--- config.mk ---
export PLATFORM = sky130hd
export DESIGN_NAME = sdp_guard
export DESIGN_NICKNAME = d
export VERILOG_FILES = /design/src/rtl/sdp_pkg.sv /design/src/rtl/sdp_key_match.sv /design/src/rtl/sdp_seq_next.sv /design/src/rtl/sdp_guard.sv
export SDC_FILE = /design/constraint.sdc
export NUM_CORES = 1
export LEC_CHECK = 0
export BUFFER_PORTS_ARGS = -buffer_cell sky130_fd_sc_hd__buf_2
export CAP_MARGIN = 5
export CORE_MARGIN = 4
export CORE_UTILIZATION = 30
export DETAILED_ROUTE_END_ITERATION = 16
export PLACE_DENSITY = 0.61
export SETUP_SLACK_MARGIN = 0.1
export SLEW_MARGIN = 20
export SYNTH_ARGS = -nofsm -noshare
export SYNTH_HDL_FRONTEND = slang
export SYNTH_SLANG_ARGS = --single-unit
--- constraint.sdc ---
create_clock -name clk -period 5 [get_ports clk]
set_clock_uncertainty 0.2 [all_clocks]
set_input_delay 0 -clock clk [delete_from_list [all_inputs] [get_ports clk]]
set_output_delay 0 -clock clk [all_outputs]
set_load 0.005 [all_outputs]
--- src/rtl/sdp_pkg.sv ---
package sdp_pkg;
  localparam int BYTE_W  = 8;
  localparam int MATCH_W = 15;

  localparam logic [MATCH_W-1:0] ADR_STEP_A = 15'h5555;
  localparam logic [MATCH_W-1:0] ADR_STEP_B = 15'h2AAA;

  localparam logic [BYTE_W-1:0] KEY_LEAD   = 8'hAA;
  localparam logic [BYTE_W-1:0] KEY_SECOND = 8'h55;
  localparam logic [BYTE_W-1:0] KEY_OPEN   = 8'hA0;
  localparam logic [BYTE_W-1:0] KEY_ERASE  = 8'h80;
  localparam logic [BYTE_W-1:0] KEY_OFF    = 8'h20;

  typedef enum logic [2:0] {
    SQ_IDLE,
    SQ_LEAD,
    SQ_SECOND,
    SQ_OPEN,
    SQ_OFF3,
    SQ_OFF4,
    SQ_OFF5
  } seq_state_t;

  typedef struct packed {
    logic lead;
    logic second;
    logic open;
    logic erase;
    logic off;
  } key_hits_t;
endpackage

--- src/rtl/sdp_key_match.sv ---
module sdp_key_match
  import sdp_pkg::*;
#(
  parameter int ADDR_W = 17
) (
  input  logic [ADDR_W-1:0] addr,
  input  logic [BYTE_W-1:0] data,
  output key_hits_t         hits
);
  logic [MATCH_W-1:0] low_addr;
  logic               at_a;
  logic               at_b;

  assign low_addr = addr[MATCH_W-1:0];
  assign at_a     = (low_addr == ADR_STEP_A);
  assign at_b     = (low_addr == ADR_STEP_B);

  always_comb begin
    hits.lead   = at_a && (data == KEY_LEAD);
    hits.second = at_b && (data == KEY_SECOND);
    hits.open   = at_a && (data == KEY_OPEN);
    hits.erase  = at_a && (data == KEY_ERASE);
    hits.off    = at_a && (data == KEY_OFF);
  end
endmodule

--- src/rtl/sdp_seq_next.sv ---
module sdp_seq_next
  import sdp_pkg::*;
(
  input  seq_state_t cur_st,
  input  logic       cur_prot,
  input  logic       wr_valid,
  input  logic       page_commit,
  input  key_hits_t  hits,
  output seq_state_t nxt_st,
  output logic       nxt_prot,
  output logic       allow
);
  always_comb begin
    nxt_st   = cur_st;
    nxt_prot = cur_prot;
    allow    = 1'b0;
    if (wr_valid) begin
      unique case (cur_st)
        SQ_OPEN: begin
          allow    = 1'b1;
          nxt_prot = 1'b1;
        end
        SQ_LEAD: begin
          if (hits.second)    nxt_st = SQ_SECOND;
          else if (hits.lead) nxt_st = SQ_LEAD;
          else begin nxt_st = SQ_IDLE; allow = !cur_prot; end
        end
        SQ_SECOND: begin
          if (hits.open)       nxt_st = SQ_OPEN;
          else if (hits.erase) nxt_st = SQ_OFF3;
          else if (hits.lead)  nxt_st = SQ_LEAD;
          else begin nxt_st = SQ_IDLE; allow = !cur_prot; end
        end
        SQ_OFF3: begin
          if (hits.lead) nxt_st = SQ_OFF4;
          else begin nxt_st = SQ_IDLE; allow = !cur_prot; end
        end
        SQ_OFF4: begin
          if (hits.second)    nxt_st = SQ_OFF5;
          else if (hits.lead) nxt_st = SQ_LEAD;
          else begin nxt_st = SQ_IDLE; allow = !cur_prot; end
        end
        SQ_OFF5: begin
          if (hits.off) begin
            nxt_st   = SQ_IDLE;
            nxt_prot = 1'b0;
          end
          else if (hits.lead) nxt_st = SQ_LEAD;
          else begin nxt_st = SQ_IDLE; allow = !cur_prot; end
        end
        default: begin
          if (hits.lead) nxt_st = SQ_LEAD;
          else           allow  = !cur_prot;
        end
      endcase
    end
    if (page_commit && cur_st == SQ_OPEN) nxt_st = SQ_IDLE;
  end
endmodule

--- src/rtl/sdp_guard.sv ---
module sdp_guard
  import sdp_pkg::*;
#(
  parameter int ADDR_W = 17
) (
  input  logic              clk,
  input  logic              rst_n,
  input  logic              wr_valid,
  input  logic [ADDR_W-1:0] wr_addr,
  input  logic [7:0]        wr_data,
  input  logic              page_commit,
  output logic              res_valid,
  output logic              res_allow,
  output logic              prot_on
);
  key_hits_t  hits;
  seq_state_t st_q, st_d;
  logic       prot_d, allow_d;

  sdp_key_match #(.ADDR_W(ADDR_W)) u_match (
    .addr (wr_addr),
    .data (wr_data),
    .hits (hits)
  );

  sdp_seq_next u_next (
    .cur_st      (st_q),
    .cur_prot    (prot_on),
    .wr_valid    (wr_valid),
    .page_commit (page_commit),
    .hits        (hits),
    .nxt_st      (st_d),
    .nxt_prot    (prot_d),
    .allow       (allow_d)
  );

  always_ff @(posedge clk or negedge rst_n) begin
    if (!rst_n) begin
      st_q      <= SQ_IDLE;
      prot_on   <= 1'b0;
      res_valid <= 1'b0;
      res_allow <= 1'b0;
    end else begin
      st_q      <= st_d;
      prot_on   <= prot_d;
      res_valid <= wr_valid;
      res_allow <= allow_d;
    end
  end
endmodule

After elaboration in Yosys (flattened, before gate mapping)
Cells that the tools add are included.
Operators by class
  mux-type cells: 20
  reduce and logical (&&, ||, !) cells: 13
  equality and inequality tests: 15
Operator list (number)
  $eq 8x8->1 const B: 3
  $mux 3: 8
  $pmux 3 s6: 1
  $eq 15x14->1 const B: 1
  $eq 15x15->1 const B: 1
  $eq 3x3->1 const B: 3
  $mux 1: 9
  $eq 8x6->1 const B: 1
  $eq 8x7->1 const B: 1
  $reduce_bool 7->1: 1
  $eq 3x2->1 const B: 2
  $logic_and 1x1->1: 6
  $reduce_and 3->1: 2
  $ne 2x2->1 const B: 2
  $pmux 1 s4: 1
  $reduce_bool 2->1: 2
  $eq 3x1->1 const B: 1
  $pmux 1 s2: 1
  $reduce_or 2->1: 1
  $logic_not 1->1: 1
Storage, ports and cells
  input port bits: 29
  word-level logic and storage cells: 52
  output and inout port bits: 3
  bits in registers: 6

Logic depth before layout (Yosys ltp)
  depth in word-level cells: 8
  gate-level depth with buffers: 6
  gate-level depth less buffers: 5

Hierarchy
Synthesis repeated with hierarchy kept, for this count alone.
Second synthesis, totals
  cell total of the unflattened synthesis: 75
  area, all modules: 638.1 sq um
By module, submodules not included
  sdp_seq_next: sequential area each 0.0 sq um, area each 274.0 sq um, cells each 44, times used 1
  sdp_key_match: sequential area each 0.0 sq um, area each 214.0 sq um, cells each 25, times used 1
  sdp_guard: sequential area each 150.1 sq um, area each 150.1 sq um, cells each 6, times used 1

Worst setup path after synthesis
OpenSTA, ideal clock, no wires.
  path type: input-to-reg
  from: in wr_data[0]
  to: reg st_q[0]
  cell stages on the path: 5
  required time: 4.668 ns
  setup time: 0.132 ns
  buffers on the path: 0
  arrival: 1.857 ns
  slack: 2.811 ns
  cells stage by stage: or4b_4 > or4_4 > or4_1 > a211oi_2 > o211ai_1
On the way
  longest elaborated chain between the ends: 8
  elaborated cells on any way between the ends: 22
  those cells by class: eq/ne: 5; mux: 10; reduce/logical: 7
Ends and longest elaborated chain
  start: declaration: RTL line sdp_guard.sv:10  | input logic [7:0] wr_data,
  $eq 8x8->1: RTL line sdp_key_match.sv:19  | hits.lead = at_a && (data == KEY_LEAD);
  $logic_and 1x1->1: RTL line sdp_key_match.sv:19
  $mux 1
  $mux 3: RTL line sdp_seq_next.sv:30  | else if (hits.erase) nxt_st = SQ_OFF3;
  $mux 3: RTL line sdp_seq_next.sv:29  | if (hits.open) nxt_st = SQ_OPEN;
  $pmux 3 s6: RTL line sdp_seq_next.sv:18  | unique case (cur_st)
  $mux 3: RTL line sdp_seq_next.sv:17  | if (wr_valid) begin
  $mux 3: RTL line sdp_seq_next.sv:57  | if (page_commit && cur_st == SQ_OPEN) nxt_st = SQ_IDLE;
  end signal: assignment: RTL line sdp_guard.sv:44  | st_q <= st_d;
  end: declaration: RTL line sdp_guard.sv:17  | seq_state_t st_q, st_d;
Several ways; a longest one is shown, not always the timed one. The select of a mux whose other input is x is not followed.
A chain may end at the register's enable or synchronous reset.

Worst setup path in the final report
Ends and elaborated chain as after synthesis.

==> results.toml <==
[cts]
ctsRootBufferMaster = "clkbuf_4"
clkLatencyLatePin_ns = 0.24
cts_setup_buffers = 0
clkSinkCount = 6
tritoncts = "yes"
path_clk_slew_ns = 0.05
cts_max_path_buffers = 2
cts_buffers = 3
htreeDepth = 1

[die]
dieWidth_um = 56.0
die_h_um = 56.0
row_count = 17
io_pins = 32
start_util_pct = 31.2
core_um2 = 2210
die_area_um2 = 3130

[synthesis]
synth-xor-area-share_pct = 1.27
synthAdderAreaFrac_pct = 0
yosys_warnings = 0
synth_top_family_by_area = "simple AND/OR/NAND/NOR gates"
synth-compound-area-share_pct = 21.9
synth_area_um2 = 691
ys_seq_area_share_pct = 21.7
yosys.area_share.simple_pct = 51.3
netlist_instances = 89
syn_avg_cell_area_um2 = 7.76
synth_nets = 118
synth_cell_types = 36
synthMuxAreaShare_pct = 0
ys_seq_elements = 6

[power_and_ir_drop]
swShare_pct = 37.6
p_int_uw = 119
p_seq_share_pct = 39.1
power_uw = 191
p_per_area_nw_per_um2 = 206
ir_drop_mv = 0.124
p_leak_uw = 0.000379
power.switching_uw = 71.8
comb_power_share_pct = 37.9
clock_power_share_pct = 23.0

[place]
placed_area_um2 = 856
place_ws_ns = 2.56
hpwl_um = 1700
gp_congestion = 0.914
portBuffers = 29
dp_cells = 142

[final_layout]
final_common_cell = "buf_2"
fin_nets = 153
drive_gt1_share_pct = 29.5
layout_common_cells = "29 x buf_2, 7 x a21oi_1, 6 x nor2_1, 6 x nand4_1, 6 x dfrtp_1"
instances_no_fill = 150
stdcell_area_um2 = 928
num_antenna_cells = 0
synthToLayoutAreaGrowth_pct = 34.4

[detailed_routing]
vias = 853
wl_per_cell_um = 13.8
routed.top_layer = "met4"
drt_iter0_markers = 22
wl_met2_um = 925
routed_via_density = 5.69
postRouteAntennaNets = 0
wl_met3_um = 190
route.detailed.drc = 0
dr.pass1.iters = 4
drt-met1-wl_um = 947
routed_wl_um = 2070

[sta]
hold_violations = 0
fin_setup_tns_ns = 0
relSlewSlack_pct = 62.2
setup_viol = 0
period_share_pct = 43.7
max_freq_mhz = 458
period_needed_ns = 2.18
finalWorstSetupSlack_ns = 2.82
worst_pin_slew_ns = 0.563
slew_violations = 0
rsz0062_at_grt = "false"

[critical_path]
critPathLaunchType = "primary input"
cp_max_fo = 4
path_class = "in2reg"
required_ns = 4.91
cp_data_arrival_time_ns = 2.10
critPathCaptureType = "flip-flop"

[hold_path]
hold_path_class = "in2reg"

[global_routing]
grt_pass1_wl_um = 3430
grt_start_max_net_pins = 14
grt.total_usage_pct = 13.1
antenna_found_initial = 0
grt_pass1_vias = 817
grt-ovfl-total = 0

[run_status]
status = "finished, final reports clean"

[flow_run]
cap_violations = 0
[cells in the mapped netlist]
cell,count,share of area [%]
nor4bb_1,4,5.8
a211o_1,1,1.3
nand4_1,6,5.4
nor2_1,6,3.3
nor3b_1,1,1.1
and4b_1,2,2.9
or4bb_1,2,3.3
or4b_4,1,2.0
a21bo_2,1,1.4
a31oi_1,4,3.6
nor4_1,2,1.8
dfrtp_1,6,22
nand3b_1,1,1.1
clkbuf_1,4,2.2
a21boi_0,1,1.1
a211oi_2,1,1.8
a21oi_1,7,5.1
and3_1,3,2.7
nand2b_1,1,0.91
inv_1,3,1.6
nor2b_1,2,1.8
xor2_1,1,1.3
o211ai_1,1,1.1
o21bai_1,1,1.1
a211oi_1,3,3.3
or4_4,1,1.6
o21ai_0,1,0.72
nor3_1,5,3.6
or4_1,1,1.1
nand3_1,4,2.9
and4_1,1,1.3
nand2_1,5,2.7
a221o_1,1,1.4
nor4b_1,2,2.5
and2_1,1,0.91
nand4b_1,2,2.5
[logic make-up after synthesis]
group | count (synthesis)
AND/OR/NAND/NOR | 53
AO/OA/AOI/OAI | 22
buffers and inverters | 7
flip-flops | 6
XOR/XNOR | 1
[critical path, cell delays in order]
cell and delay, ns:
buf_2 0.10, or4b_4 0.55, or4_4 0.50, or4_1 0.54
a211oi_2 0.28, o211ai_1 0.12
[registers in the layout (all words and copies together) (netlist names)]
| name | count |
|---|---|
| res_allow | 1 |
| res_valid | 1 |
| st_q | 3 |
| prot_on | 1 |
[layout make-up]
type	instances	area, µm²
Clock buffer	3	22.5
Fill cell	241	1280
Inverter	3	11.3
Multi-Input combinational cell	76	514
Sequential cell	6	150
Tap cell	28	35.0
Timing Repair Buffer	34	195
[worst paths after layout]
check                                          from                   to  slack, ns  cells after the start
worst max-delay path                     wr_data[0]  st_q[0]$_DFFE_PN0P_       2.82                      6
worst min-delay path                     wr_addr[2]  st_q[2]$_DFFE_PN0P_       0.04                      5
worst max register to register  st_q[2]$_DFFE_PN0P_  st_q[2]$_DFFE_PN0P_       2.91                      5
worst min register to register  prot_on$_DFFE_PN0P_  prot_on$_DFFE_PN0P_       0.41                      2
max in group asynchronous                     rst_n  st_q[2]$_DFFE_PN0P_       3.89                      3
min in group asynchronous                     rst_n  st_q[0]$_DFFE_PN0P_       0.49                      3
[power by group through the flow]
stage / clock network, µW / logic, µW / registers (µW)
floorplan: 0 / 57.3 / 59.2
CTS: 46.5 / 71.8 / 74.4
detailed placement: 0 / 69.1 / 74.8
global placement: 0 / 67.1 / 75.1
finish: 44.0 / 72.4 / 74.8
global route: 48.6 / 79.1 / 76.5
[metrics by stage]
stage / utilization, % / hold slack (ns)
after floorplan: - / -0.496
after global placement: 38.7 / -0.376
after detailed placement: 38.7 / -0.366
after CTS: 42.0 / 0.0344
after global routing: 42.0 / 0.0708
final: 42.0 / 0.0392
[per-layer routing]
| layer | GRT usage, % | vias to the layer above |
|---|---|---|
| li1 | - | 424 |
| met1 | 16.9 | 387 |
| met2 | 21.4 | 40 |
| met3 | 2.09 | 2 |
| met4 | 5.42 | 0 |
| met5 | 0 | - |
[repair_timing]
action,CTS,global route
gates resized for setup,0,0
hold endpoints to repair,12,0
setup endpoints to repair,0,0
hold buffers,5,0
Power figures use the tool's default switching activity.
